<file path="config.mk">
export PLATFORM = sky130hd
export DESIGN_NAME = usb_feature_ctl
export DESIGN_NICKNAME = d
export VERILOG_FILES = /design/src/rtl/feat_pkg.sv /design/src/rtl/feat_decode.sv /design/src/rtl/feat_policy.sv /design/src/rtl/feat_state_regs.sv /design/src/rtl/usb_feature_ctl.sv
export SDC_FILE = /design/constraint.sdc
export NUM_CORES = 1
export LEC_CHECK = 0
export ABC_AREA = 1
export BUFFER_PORTS_ARGS = -buffer_cell sky130_fd_sc_hd__buf_2
export CAP_MARGIN = 5
export CORE_MARGIN = 2
export CORE_UTILIZATION = 36
export DETAILED_ROUTE_END_ITERATION = 8
export PLACE_DENSITY = 0.84
export SETUP_SLACK_MARGIN = 0.3
export SLEW_MARGIN = 10
export SYNTH_ARGS = -nofsm -noshare
export SYNTH_HDL_FRONTEND = slang
export SYNTH_HIERARCHICAL = 1
export SYNTH_SLANG_ARGS = --single-unit
</file>
<file path="constraint.sdc">
create_clock -name clk -period 0.8 [get_ports clk]
set_input_delay 0 -clock clk [delete_from_list [all_inputs] [get_ports clk]]
set_output_delay 0 -clock clk [all_outputs]
set_load 0.01 [all_outputs]
</file>
<file path="src/rtl/feat_pkg.sv">
package feat_pkg;

  typedef enum logic [2:0] {
    REQ_SET_EP0  = 3'd0,
    REQ_SET_EP1  = 3'd1,
    REQ_CLR_DEV  = 3'd2,
    REQ_CLR_EP0  = 3'd3,
    REQ_CLR_EP1  = 3'd4,
    REQ_UNKNOWN  = 3'd5
  } req_kind_e;

  localparam logic [1:0] DST_DEFAULT    = 2'b00;
  localparam logic [1:0] DST_ADDRESSED  = 2'b01;
  localparam logic [1:0] DST_CONFIGURED = 2'b10;

  localparam logic [7:0]  RTYPE_TO_DEVICE = 8'h00;
  localparam logic [7:0]  RTYPE_TO_EP     = 8'h02;
  localparam logic [7:0]  CODE_CLEAR      = 8'h01;
  localparam logic [7:0]  CODE_SET        = 8'h03;
  localparam logic [15:0] SEL_HALT        = 16'h0000;
  localparam logic [15:0] SEL_WAKEUP      = 16'h0001;
  localparam logic [15:0] IDX_CTRL_OUT    = 16'h0000;
  localparam logic [15:0] IDX_CTRL_IN     = 16'h0080;

  typedef struct packed {
    logic accept;
    logic set_halt;
    logic clr_halt;
    logic clr_wake;
  } feat_action_t;

endpackage

</file>
<file path="src/rtl/feat_decode.sv">
module feat_decode #(
  parameter int         NBYTES   = 8,
  parameter logic [7:0] DATA_EP  = 8'h81,
  localparam int        PKT_W    = NBYTES * 8
) (
  input  logic [PKT_W-1:0]     setup_bytes,
  output feat_pkg::req_kind_e  kind
);
  import feat_pkg::*;

  logic [7:0] byte_q [NBYTES];

  for (genvar i = 0; i < NBYTES; i++) begin : g_unpack
    assign byte_q[i] = setup_bytes[8*i +: 8];
  end

  logic [7:0]  rtype, code;
  logic [15:0] fsel, idx, wlen;
  logic        idx_ctrl, idx_data;

  always_comb begin
    rtype    = byte_q[0];
    code     = byte_q[1];
    fsel     = {byte_q[3], byte_q[2]};
    idx      = {byte_q[5], byte_q[4]};
    wlen     = {byte_q[7], byte_q[6]};
    idx_ctrl = (idx == IDX_CTRL_OUT) || (idx == IDX_CTRL_IN);
    idx_data = (idx == {8'h00, DATA_EP});
  end

  always_comb begin
    kind = REQ_UNKNOWN;
    if (wlen == 16'h0000) begin
      if (rtype == RTYPE_TO_EP && fsel == SEL_HALT) begin
        if (code == CODE_SET) begin
          if (idx_ctrl)      kind = REQ_SET_EP0;
          else if (idx_data) kind = REQ_SET_EP1;
        end else if (code == CODE_CLEAR) begin
          if (idx_ctrl)      kind = REQ_CLR_EP0;
          else if (idx_data) kind = REQ_CLR_EP1;
        end
      end else if (rtype == RTYPE_TO_DEVICE && code == CODE_CLEAR &&
                   fsel == SEL_WAKEUP && idx == 16'h0000) begin
        kind = REQ_CLR_DEV;
      end
    end
  end

endmodule

</file>
<file path="src/rtl/feat_policy.sv">
module feat_policy (
  input  feat_pkg::req_kind_e    kind,
  input  logic [1:0]             dev_state,
  output feat_pkg::feat_action_t act
);
  import feat_pkg::*;

  logic configured;

  always_comb begin
    configured = (dev_state == DST_CONFIGURED);
    act        = '0;
    unique case (kind)
      REQ_SET_EP0: act.accept = 1'b0;
      REQ_SET_EP1: begin
        act.accept   = configured;
        act.set_halt = configured;
      end
      REQ_CLR_DEV: begin
        act.accept   = 1'b1;
        act.clr_wake = 1'b1;
      end
      REQ_CLR_EP0: act.accept = 1'b1;
      REQ_CLR_EP1: begin
        act.accept   = configured;
        act.clr_halt = configured;
      end
      default:     act.accept = 1'b0;
    endcase
  end

endmodule

</file>
<file path="src/rtl/feat_state_regs.sv">
module feat_state_regs (
  input  logic                   clk,
  input  logic                   rst_n,
  input  logic                   setup_vld,
  input  feat_pkg::feat_action_t act,
  output logic                   hs_ack,
  output logic                   hs_stall,
  output logic                   ep1_halt,
  output logic                   rwake_en,
  output logic                   ep0_stall
);
  logic ack_d, stall_d, halt_d, wake_d, ep0s_d;
  logic flag_en;

  always_comb begin
    flag_en = setup_vld;
    ack_d   = setup_vld & act.accept;
    stall_d = setup_vld & ~act.accept;
    halt_d  = ep1_halt;
    wake_d  = rwake_en;
    ep0s_d  = ep0_stall;
    if (flag_en) begin
      if (act.set_halt) halt_d = 1'b1;
      if (act.clr_halt) halt_d = 1'b0;
      if (act.clr_wake) wake_d = 1'b0;
      ep0s_d = ~act.accept;
    end
  end

  always_ff @(posedge clk or negedge rst_n) begin
    if (!rst_n) begin
      hs_ack    <= 1'b0;
      hs_stall  <= 1'b0;
      ep1_halt  <= 1'b0;
      rwake_en  <= 1'b0;
      ep0_stall <= 1'b0;
    end else begin
      hs_ack    <= ack_d;
      hs_stall  <= stall_d;
      ep1_halt  <= halt_d;
      rwake_en  <= wake_d;
      ep0_stall <= ep0s_d;
    end
  end

endmodule

</file>
<file path="src/rtl/usb_feature_ctl.sv">
module usb_feature_ctl #(
  parameter int         NBYTES  = 8,
  parameter logic [7:0] DATA_EP = 8'h81,
  parameter int         SYNC_N  = 2,
  localparam int        PKT_W   = NBYTES * 8
) (
  input  logic             clk,
  input  logic             rst_n,
  input  logic             setup_vld,
  input  logic [PKT_W-1:0] setup_bytes,
  input  logic [1:0]       dev_state,
  output logic             hs_ack,
  output logic             hs_stall,
  output logic             ep1_halt,
  output logic             rwake_en,
  output logic             ep0_stall
);
  import feat_pkg::*;

  logic [SYNC_N-1:0] rst_pipe;
  logic              rst_int_n;

  always_ff @(posedge clk or negedge rst_n) begin
    if (!rst_n) rst_pipe <= '0;
    else        rst_pipe <= {rst_pipe[SYNC_N-2:0], 1'b1};
  end
  assign rst_int_n = rst_pipe[SYNC_N-1];

  req_kind_e    kind;
  feat_action_t act;

  feat_decode #(.NBYTES(NBYTES), .DATA_EP(DATA_EP)) u_decode (
    .setup_bytes (setup_bytes),
    .kind        (kind)
  );

  feat_policy u_policy (
    .kind      (kind),
    .dev_state (dev_state),
    .act       (act)
  );

  feat_state_regs u_regs (
    .clk       (clk),
    .rst_n     (rst_int_n),
    .setup_vld (setup_vld),
    .act       (act),
    .hs_ack    (hs_ack),
    .hs_stall  (hs_stall),
    .ep1_halt  (ep1_halt),
    .rwake_en  (rwake_en),
    .ep0_stall (ep0_stall)
  );

endmodule

</file>
* Yosys cells after proc, flatten, opt, wreduce, memory -nomap -nowiden
Index checks and enable logic that the tools add are counted.
** Word-level totals
- Output and inout port bits :: 5
- Word-level logic and storage cells :: 46
- Bits in registers :: 6
- Input bits :: 69
** Cells by class
- Equal/unequal tests :: 11
- Muxes and demuxes :: 14
- Bitwise gates (word level) :: 3
- Reduce and logical (&&, ||, !) cells :: 13
** Operators by type and width (count)
- $logic_not A16 Y1 :: 3
- $eq A16 B8 Y1 const B :: 2
- $mux W3 :: 8
- $eq A16 B1 Y1 const B :: 1
- $eq A8 B2 Y1 const B :: 2
- $eq A8 B1 Y1 const B :: 1
- $logic_not A8 Y1 :: 1
- $eq A3 B2 Y1 const B :: 2
- $mux W1 :: 5
- $logic_and A1 B1 Y1 :: 4
- $reduce_or A2 Y1 :: 2
- $eq A3 B1 Y1 const B :: 1
- $eq A3 B3 Y1 const B :: 1
- $and A1 B1 Y1 :: 2
- $eq A2 B2 Y1 const B :: 1
- $pmux W1 S2 :: 1
- $reduce_and A2 Y1 :: 1
- $reduce_bool A2 Y1 :: 1
- $logic_or A1 B1 Y1 :: 1
- $not A1 Y1 :: 1

* Longest topological paths before layout
Gate-level depths: netlist of the first run.
- Depth in word-level cells :: 12
- Mapped depth :: 16
- Depth with buffers taken out :: 16

* Modules after synthesis
The synthesis of the first run kept the hierarchy.
** Modules (own cells, without submodules)
- feat_decode :: area each 392.9 um2, times used 1, cells an instance 93
- feat_state_regs :: area each 156.4 um2, times used 1, cells an instance 18
- feat_policy :: area each 60.1 um2, times used 1, cells an instance 13
- usb_feature_ctl :: area each 53.8 um2, times used 1, cells an instance 3

* Least setup slack after synthesis of the first run
OpenSTA, ideal clock, no wires.
- Path type :: in2reg
- Start point :: input port setup_bytes[47]
- End point :: register u_regs.ep0_stall
- Slack :: -0.421 ns
- Path buffers :: 0
- Data arrival time :: 1.149 ns
- Stages on the path :: 15
- Setup time :: 0.071 ns
- Cell sequence :: nor2_1 -> nand2_1 -> nor2_4 -> nand2_1 -> nor2_1 -> nand2_1 -> nand2_2 -> nand2_1 -> nor2_1 -> nor2_1 -> nand3_1 -> nand3_1 -> nand2_1 -> inv_1 -> nor2_1
** RTL lines
- from (decl) :: RTL line usb_feature_ctl.sv:10 : input logic [PKT_W-1:0] setup_bytes,
- to (signal assigned) :: RTL line feat_state_regs.sv:42 : ep0_stall <= ep0s_d;
- to (decl) :: RTL line feat_state_regs.sv:10 : output logic ep0_stall

==> results of run 1 <==
state kept, by name, summed over array words and instances (netlist names):
signal            cells
u_regs/hs_ack         1
u_regs/ep1_halt       1
u_regs/ep0_stall      1
u_regs/hs_stall       1
rst_pipe              2
report_power, final:
group	internal, mW	leakage [nW]	total, mW	switching, mW
combinational	0.190	0.588	0.318	0.128
clock	0.170	0.0138	0.278	0.109
sequential	0.312	0.0664	0.318	0.00540
total	0.672	0.668	0.914	0.242
what timing repair did:
item                                    CTS  global route
hold endpoints to repair                  3             0
endpoints found under the setup margin    8             8
hold buffers                              1             0
pin swaps                                31            21
setup buffers                             1             2
gates resized for setup                  25            12
placed cells by master, fill, tap and decap left out:
cell / instances
buf_2: 63
nand2_1: 29
nor2_1: 24
inv_1: 17
nor2_2: 12
buf_6: 8
nor2_4: 8
nand3_1: 7
dfrtp_1: 6
nand2_2: 5
nor4_1: 4
clkbuf_4: 3
nand3_2: 3
buf_4: 3
inv_2: 3
conb_1: 2
nand3b_1: 2
dlygate4sd3_1: 1
buf_8: 1
and2_1: 1
nor3_1: 1
nor3_2: 1
metrics by stage:
step	hold WS, ns	total power, mW	setup TNS [ns]
floorplan	-0.296	0.399	-1.36
global placement	-0.215	0.574	-2.20
detailed placement	-0.211	0.586	-2.53
CTS	-0.00601	0.910	-1.27
global route	0.00745	0.982	-1.97
finish	0.0154	0.914	-1.54
path summary, 6_finish.rpt:
check / from / to / cells after the start
worst max-delay path: setup_bytes[6] / u_regs/ep0_stall / 14
worst max register to register: u_regs/ep0_stall / u_regs/ep0_stall / 2
worst min register to register: rst_pipe[1] / u_regs/hs_stall / 0
worst min-delay path: setup_vld / u_regs/hs_stall / 3
max in group asynchronous: rst_pipe[1] / u_regs/ep0_stall / 0
min in group asynchronous: rst_pipe[1] / u_regs/hs_stall / 0
area by class of cell:
cell class,count,area [um^2]
clock buffers,3,22.5
fillers,161,465
flip-flops and latches,6,150
multi-input cells,99,529
repair buffers,76,453
well taps,25,31.3
inverters,20,75.1
worst min-delay path: stages:
cell    delay (ns)
buf_2         0.13
inv_1         0.05
nor2_1        0.04
per-layer routing:
metal | vias up | track usage (%) | wire [um]
met3 | 4 | 5.38 | 189
met1 | 462 | 19.2 | 749
met4 | 0 | 6.11 | 34
met2 | 66 | 42.7 | 1240
met5 | - | 0 | 0
li1 | 534 | - | -
==> metrics.csv, run 1 <==
stage;metric;value;unit
sta;Max Clock Skew;0.00627;ns
run_status;failing checks;setup timing;
final_layout;share of layout cells above drive strength 1;53.9;%
grt;initial antenna violation count;0;
placement;Port-buffer cells;72;
sta;Final Hold Fails;0;
route;DR vias;1066;
grt;vias in the first global route;984;
placement;Post-DP Area;0.00107;mm^2
worst_setup_path;critical path's largest stage delay;0.21;ns
worst_setup_path;Worst EP required;0.93;ns
run_status;outcome;finished with violations;
floorplan;I/O Pins;74;
floorplan;die width;46.8;um
final_layout;final-stage net count;275;
floorplan;# rows;15;
pwr;peak supply drop;839;uV
synthesis;Post-Synthesis Cells;126;
route;vias per cell;4.66;
worst_setup_path;critical path launch point type;input port;
route;First-pass DRT Iterations;5;
route;DRT iter0 DRCs;27;
job;max cap viols;0;
pwr;Leak;0.668;nW
floorplan;initial core utilization;38.2;%
synthesis;synthesized area;659;um^2
synthesis;Syn Nets;195;
worst_setup_path;critical path's slowest cell;nand3b_1;
route;drc violations;0;
placement;Cell Count Post-Placement;222;
grt;overall routing resource usage;20.7;%
floorplan;Die Y;46.8;um
placement;DP HPWL;1710;um
synthesis;yosys warns;6;
worst_setup_path;crit path buf inv count;3;
worst_setup_path;worst-path fanout max;3;
clock_tree;clock tree sinks;6;
grt;Remaining Overflow, GRT;0;
final_layout;ANT cells;0;
clock_tree;CTS clk-pin slew, worst paths;0.05;ns
pwr;Pwr Density;724;mW/mm^2
clock_tree;Clk Latency, worst-skew pair;0.25;ns
sta;fin worst setup slack;-0.450;ns
worst_setup_path;critical path class;input port to register;
clock_tree;htree depth;1;
synthesis;syn avg cell area;5.23;um^2
clock_tree;Clock Tree Buf Depth;2;
clock_tree;CTS tree;yes;
clock_tree;CTS Root Buffer Type;clkbuf_4;
worst_setup_path;Worst Path Arrival;1.38;ns
final_layout;post-route cell area;0.00126;mm^2
placement;DP Worst Slack;-0.675;ns
min_path;min-delay worst type;input port to register;
sta;Setup Viol. Count Final;4;
grt;largest net degree at the start of global routing;6;
worst_setup_path;flop-to-flop setup slack;0.15;ns
placement;RePlAce Congestion;0.841;
worst_setup_path;Top delay family on crit path;simple AND/OR/NAND/NOR gates;
route;Antenna Violating Nets Remaining;0;
route;final WL;2210;um
floorplan;Core Region;0.00173;mm^2
clock_tree;total CTS buffers;3;
worst_setup_path;crit-path cells;buf_6 > nor2_1 > nand3_1 > nor2_1 > nand3_2 > nand3b_1 > nand3_2 > inv_2 > nor2_1 > nand3_1 > nand3_1 > nand2_1 > inv_2 > nor2_2;
sta;Tmin final;1.25;ns
final_layout;Non-Filler Instances;229;
route;Wirelength per Cell;9.67;um
final_layout;fin util;73.0;%
floorplan;die area;0.00219;mm^2
worst_setup_path;CP Capture Type;register;
grt;first-pass GRT wire length;3340;um
sta;fin. max-slew vios;0;
sta;Final period util;156;%
final_layout;P&R area growth vs syn;91.3;%
sta;unrepaired setup endpoints after global routing;yes;
sta;Max Clk Rate;0.800;GHz
Power figures use the tool's default switching activity.
==> inputs of run 2 (changes only) <==
- CORE_UTILIZATION: 36 -> 40
- SKIP_LAST_GASP: default -> 1
- SYNTH_HIERARCHICAL: 1 -> default
==> run 2 against run 1 <==
  * Maximum frequency rose by 6.3%
  * Final cell count up 13%
  * Sequential power rose by 2%
  * Clock skew decreased by 0.0059 ns
  * Largest cell class unchanged
  * Flip-flop and latch count did not move
  * Clock-buffer cell count did not move
  * Setup slack improved by 0.074 ns
  * Final area rose by 20%
  * Worst hold slack gained 0.025 ns
  * Highest routed layer unchanged
  * The run still ends with setup timing left
  * Clock power down 3%
  * Largest power group is now combinational logic
==> metrics.csv, run 2 <==
stage;metric;value;unit
synthesis;syn avg cell area;6.14;um^2
grt;initial antenna violation count;0;
floorplan;# rows;16;
floorplan;Die Y;50.0;um
clock_tree;CTS clk-pin slew, worst paths;0.04;ns
sta;Max Clk Rate;0.850;GHz
synthesis;largest family of logic cells by synthesized area;simple AND/OR/NAND/NOR gates;
route;DR vias;1213;
route;Wirelength per Cell;9.85;um
synthesis;library cells used by synthesis;20;
sta;Final period util;147;%
synthesis;Syn Nets;207;
pwr;Pwr Density;661;mW/mm^2
worst_setup_path;critical path launch point type;input port;
worst_setup_path;Worst EP required;0.93;ns
synthesis;Area contributors post-synth;dfrtp_1 18%, nor2_1 14%, nand2_1 14%;
final_layout;post-route cell area;0.00152;mm^2
clock_tree;CTS Root Buffer Type;clkbuf_4;
clock_tree;CTS tree;yes;
grt;vias in the first global route;1116;
synthesis;Synth Flop Type;dfrtp_1;
floorplan;die width;50.0;um
min_path;min-delay worst type;input port to register;
synthesis;simple-gate share of the synthesized area;69.4;%
worst_setup_path;Worst Path Arrival;1.30;ns
pwr;peak supply drop;950;uV
sta;Tmin final;1.18;ns
final_layout;ANT cells;0;
placement;DP HPWL;1890;um
floorplan;die area;0.00250;mm^2
sta;Setup Viol. Count Final;4;
sta;Max Clock Skew;0.000345;ns
final_layout;fill count;163;
synthesis;synthesized area;847;um^2
route;drc violations;0;
grt;overall routing resource usage;19.6;%
sta;fin worst setup slack;-0.376;ns
final_layout;P&R area growth vs syn;79.3;%
floorplan;I/O Pins;74;
route;Antenna Violating Nets Remaining;0;
pwr;total power;1.00;mW
synthesis;Seq/Total Area, Yosys;17.7;%
pwr;Leak;0.811;nW
final_layout;area of the multi-input gates;687;um^2
sta;unrepaired setup endpoints after global routing;yes;
grt;largest net degree at the start of global routing;5;
synthesis;mux contribution to synthesized area;0;%
synthesis;Post-Synthesis Cells;138;
grt;first-pass GRT wire length;3950;um
synthesis;area leader, netlist;dfrtp_1;
placement;Port-buffer cells;72;
clock_tree;clock tree sinks;6;
clock_tree;htree depth;1;
synthesis;area share of fa/ha/maj cells after synthesis;0;%
synthesis;XOR/XNOR Fraction of Synth Area;0;%
floorplan;Core Region;0.00198;mm^2
synthesis;Post-synth top cells;32 x nor2_1, 31 x nand2_1, 17 x inv_1;
route;vias per cell;4.70;
synthesis;Async SR Flop Fraction;100;%
final_layout;Non-Filler Instances;258;
worst_setup_path;worst-path fanout max;3;
final_layout;final-stage net count;302;
synthesis;top-area cell type share of the netlist area;17.7;%
run_status;failing checks;setup timing;
sta;fin. max-slew vios;0;
synthesis;Compound-Gate Fraction of Synth Area;1.77;%
synthesis;most frequent cell after synthesis;nor2_1;
synthesis;yosys warns;0;
route;First-pass DRT Iterations;4;
floorplan;initial core utilization;42.7;%
synthesis;Post-synth EDFFs;0;
final_layout;Register Area;150;um^2
worst_setup_path;CP Capture Type;register;
route;DRT iter0 DRCs;15;
clock_tree;total CTS buffers;3;
final_layout;largest register by flop count;rst_pipe;
placement;Cell Count Post-Placement;244;
final_layout;most frequent cells in the layout;66 x buf_2, 30 x nand2_1, 20 x nor2_1;
clock_tree;Clk Latency, worst-skew pair;0.24;ns
route;final WL;2540;um
sta;worst hold slack;0.0404;ns
final_layout;fin util;76.6;%
run_status;outcome;finished with violations;
placement;Post-DP Area;0.00132;mm^2
clock_tree;Clock Tree Buf Depth;2;
final_layout;max FFs per register;2;
sta;Final Hold Fails;0;
grt;Remaining Overflow, GRT;0;
job;max cap viols;0;
worst_setup_path;critical path class;input port to register;
final_layout;commonest non-fill, non-tap cell in the layout;buf_2;
final_layout;share of layout cells above drive strength 1;58.4;%
placement;RePlAce Congestion;0.795;
synthesis;post-synthesis register bit count;6;
-- run 2: final timing paths --
path / from / end / slack, ns / cells after the start
min in group asynchronous: rst_pipe[1] / u_regs.hs_stall / 0.05 / 0
min reg2reg: rst_pipe[1] / u_regs.hs_stall / 0.05 / 0
min: setup_vld / u_regs.hs_stall / 0.04 / 3
max reg2reg: u_regs.ep1_halt / u_regs.ep1_halt / 0.10 / 4
max in group asynchronous: rst_pipe[1] / u_regs.hs_ack / 0.60 / 0
max: setup_bytes[37] / u_regs.ep0_stall / -0.38 / 13
-- run 2: kinds of logic (layout without fill, tap and decap cells) --
logic type | after synthesis | in the layout
compound gates | 3 | 3
buf+inv | 22 | 115
flops | 6 | 6
other cells | 2 | 2
simple gates | 105 | 105
-- run 2: routing by layer --
metal  vias to the layer above  wire length, um  track usage [%]
met2                        64             1360             39.9
met3                         6              221             3.64
met4                         0               71             1.39
met5                         -                0                0
li1                        611                -                -
met1                       532              894             21.0
-- run 2: area by class of cell --
| cell class | instances | share of cell area (%) |
|---|---|---|
| well taps | 27 | 2.22 |
| repair buffers | 91 | 36.0 |
| multi-input cells | 110 | 45.2 |
| clock buffers | 3 | 1.48 |
| flip-flops and latches | 6 | 9.88 |
| inverters | 21 | 5.19 |
-- run 2: worst max-delay path, cell delays in order --
cell     delay, ns
buf_8         0.10
nor2_4        0.13
nand2_2       0.09
nor2_4        0.15
nand2_4       0.09
nor2_4        0.11
nand2_1       0.10
nand2_1       0.12
nand2_1       0.08
nor2_2        0.11
nand2_1       0.10
nand3_2       0.08
nand2_1       0.05
-- run 2: metrics by stage --
step                      setup slack (ns)  setup TNS, ns
after floorplan                     -0.213         -0.773
after global placement              -0.459          -1.70
after detailed placement            -0.470          -1.81
after CTS                           -0.184         -0.673
after global routing                -0.524          -2.07
final                               -0.376          -1.46
-- run 2: report_power, final --
group	total (mW)	switching (mW)	internal [mW]	leakage, nW
combinational	0.411	0.179	0.232	0.729
sequential	0.323	0.00718	0.316	0.0684
clock	0.270	0.101	0.169	0.0138
total	1.00	0.287	0.717	0.811
-- run 2: what timing repair did --
action | CTS | global route
endpoints found under the setup margin | 8 | 8
setup buffers | 7 | 3
hold buffers | 1 | 0
hold endpoints to repair | 2 | 0
resized for setup | 10 | 12
pin swaps | 21 | 5
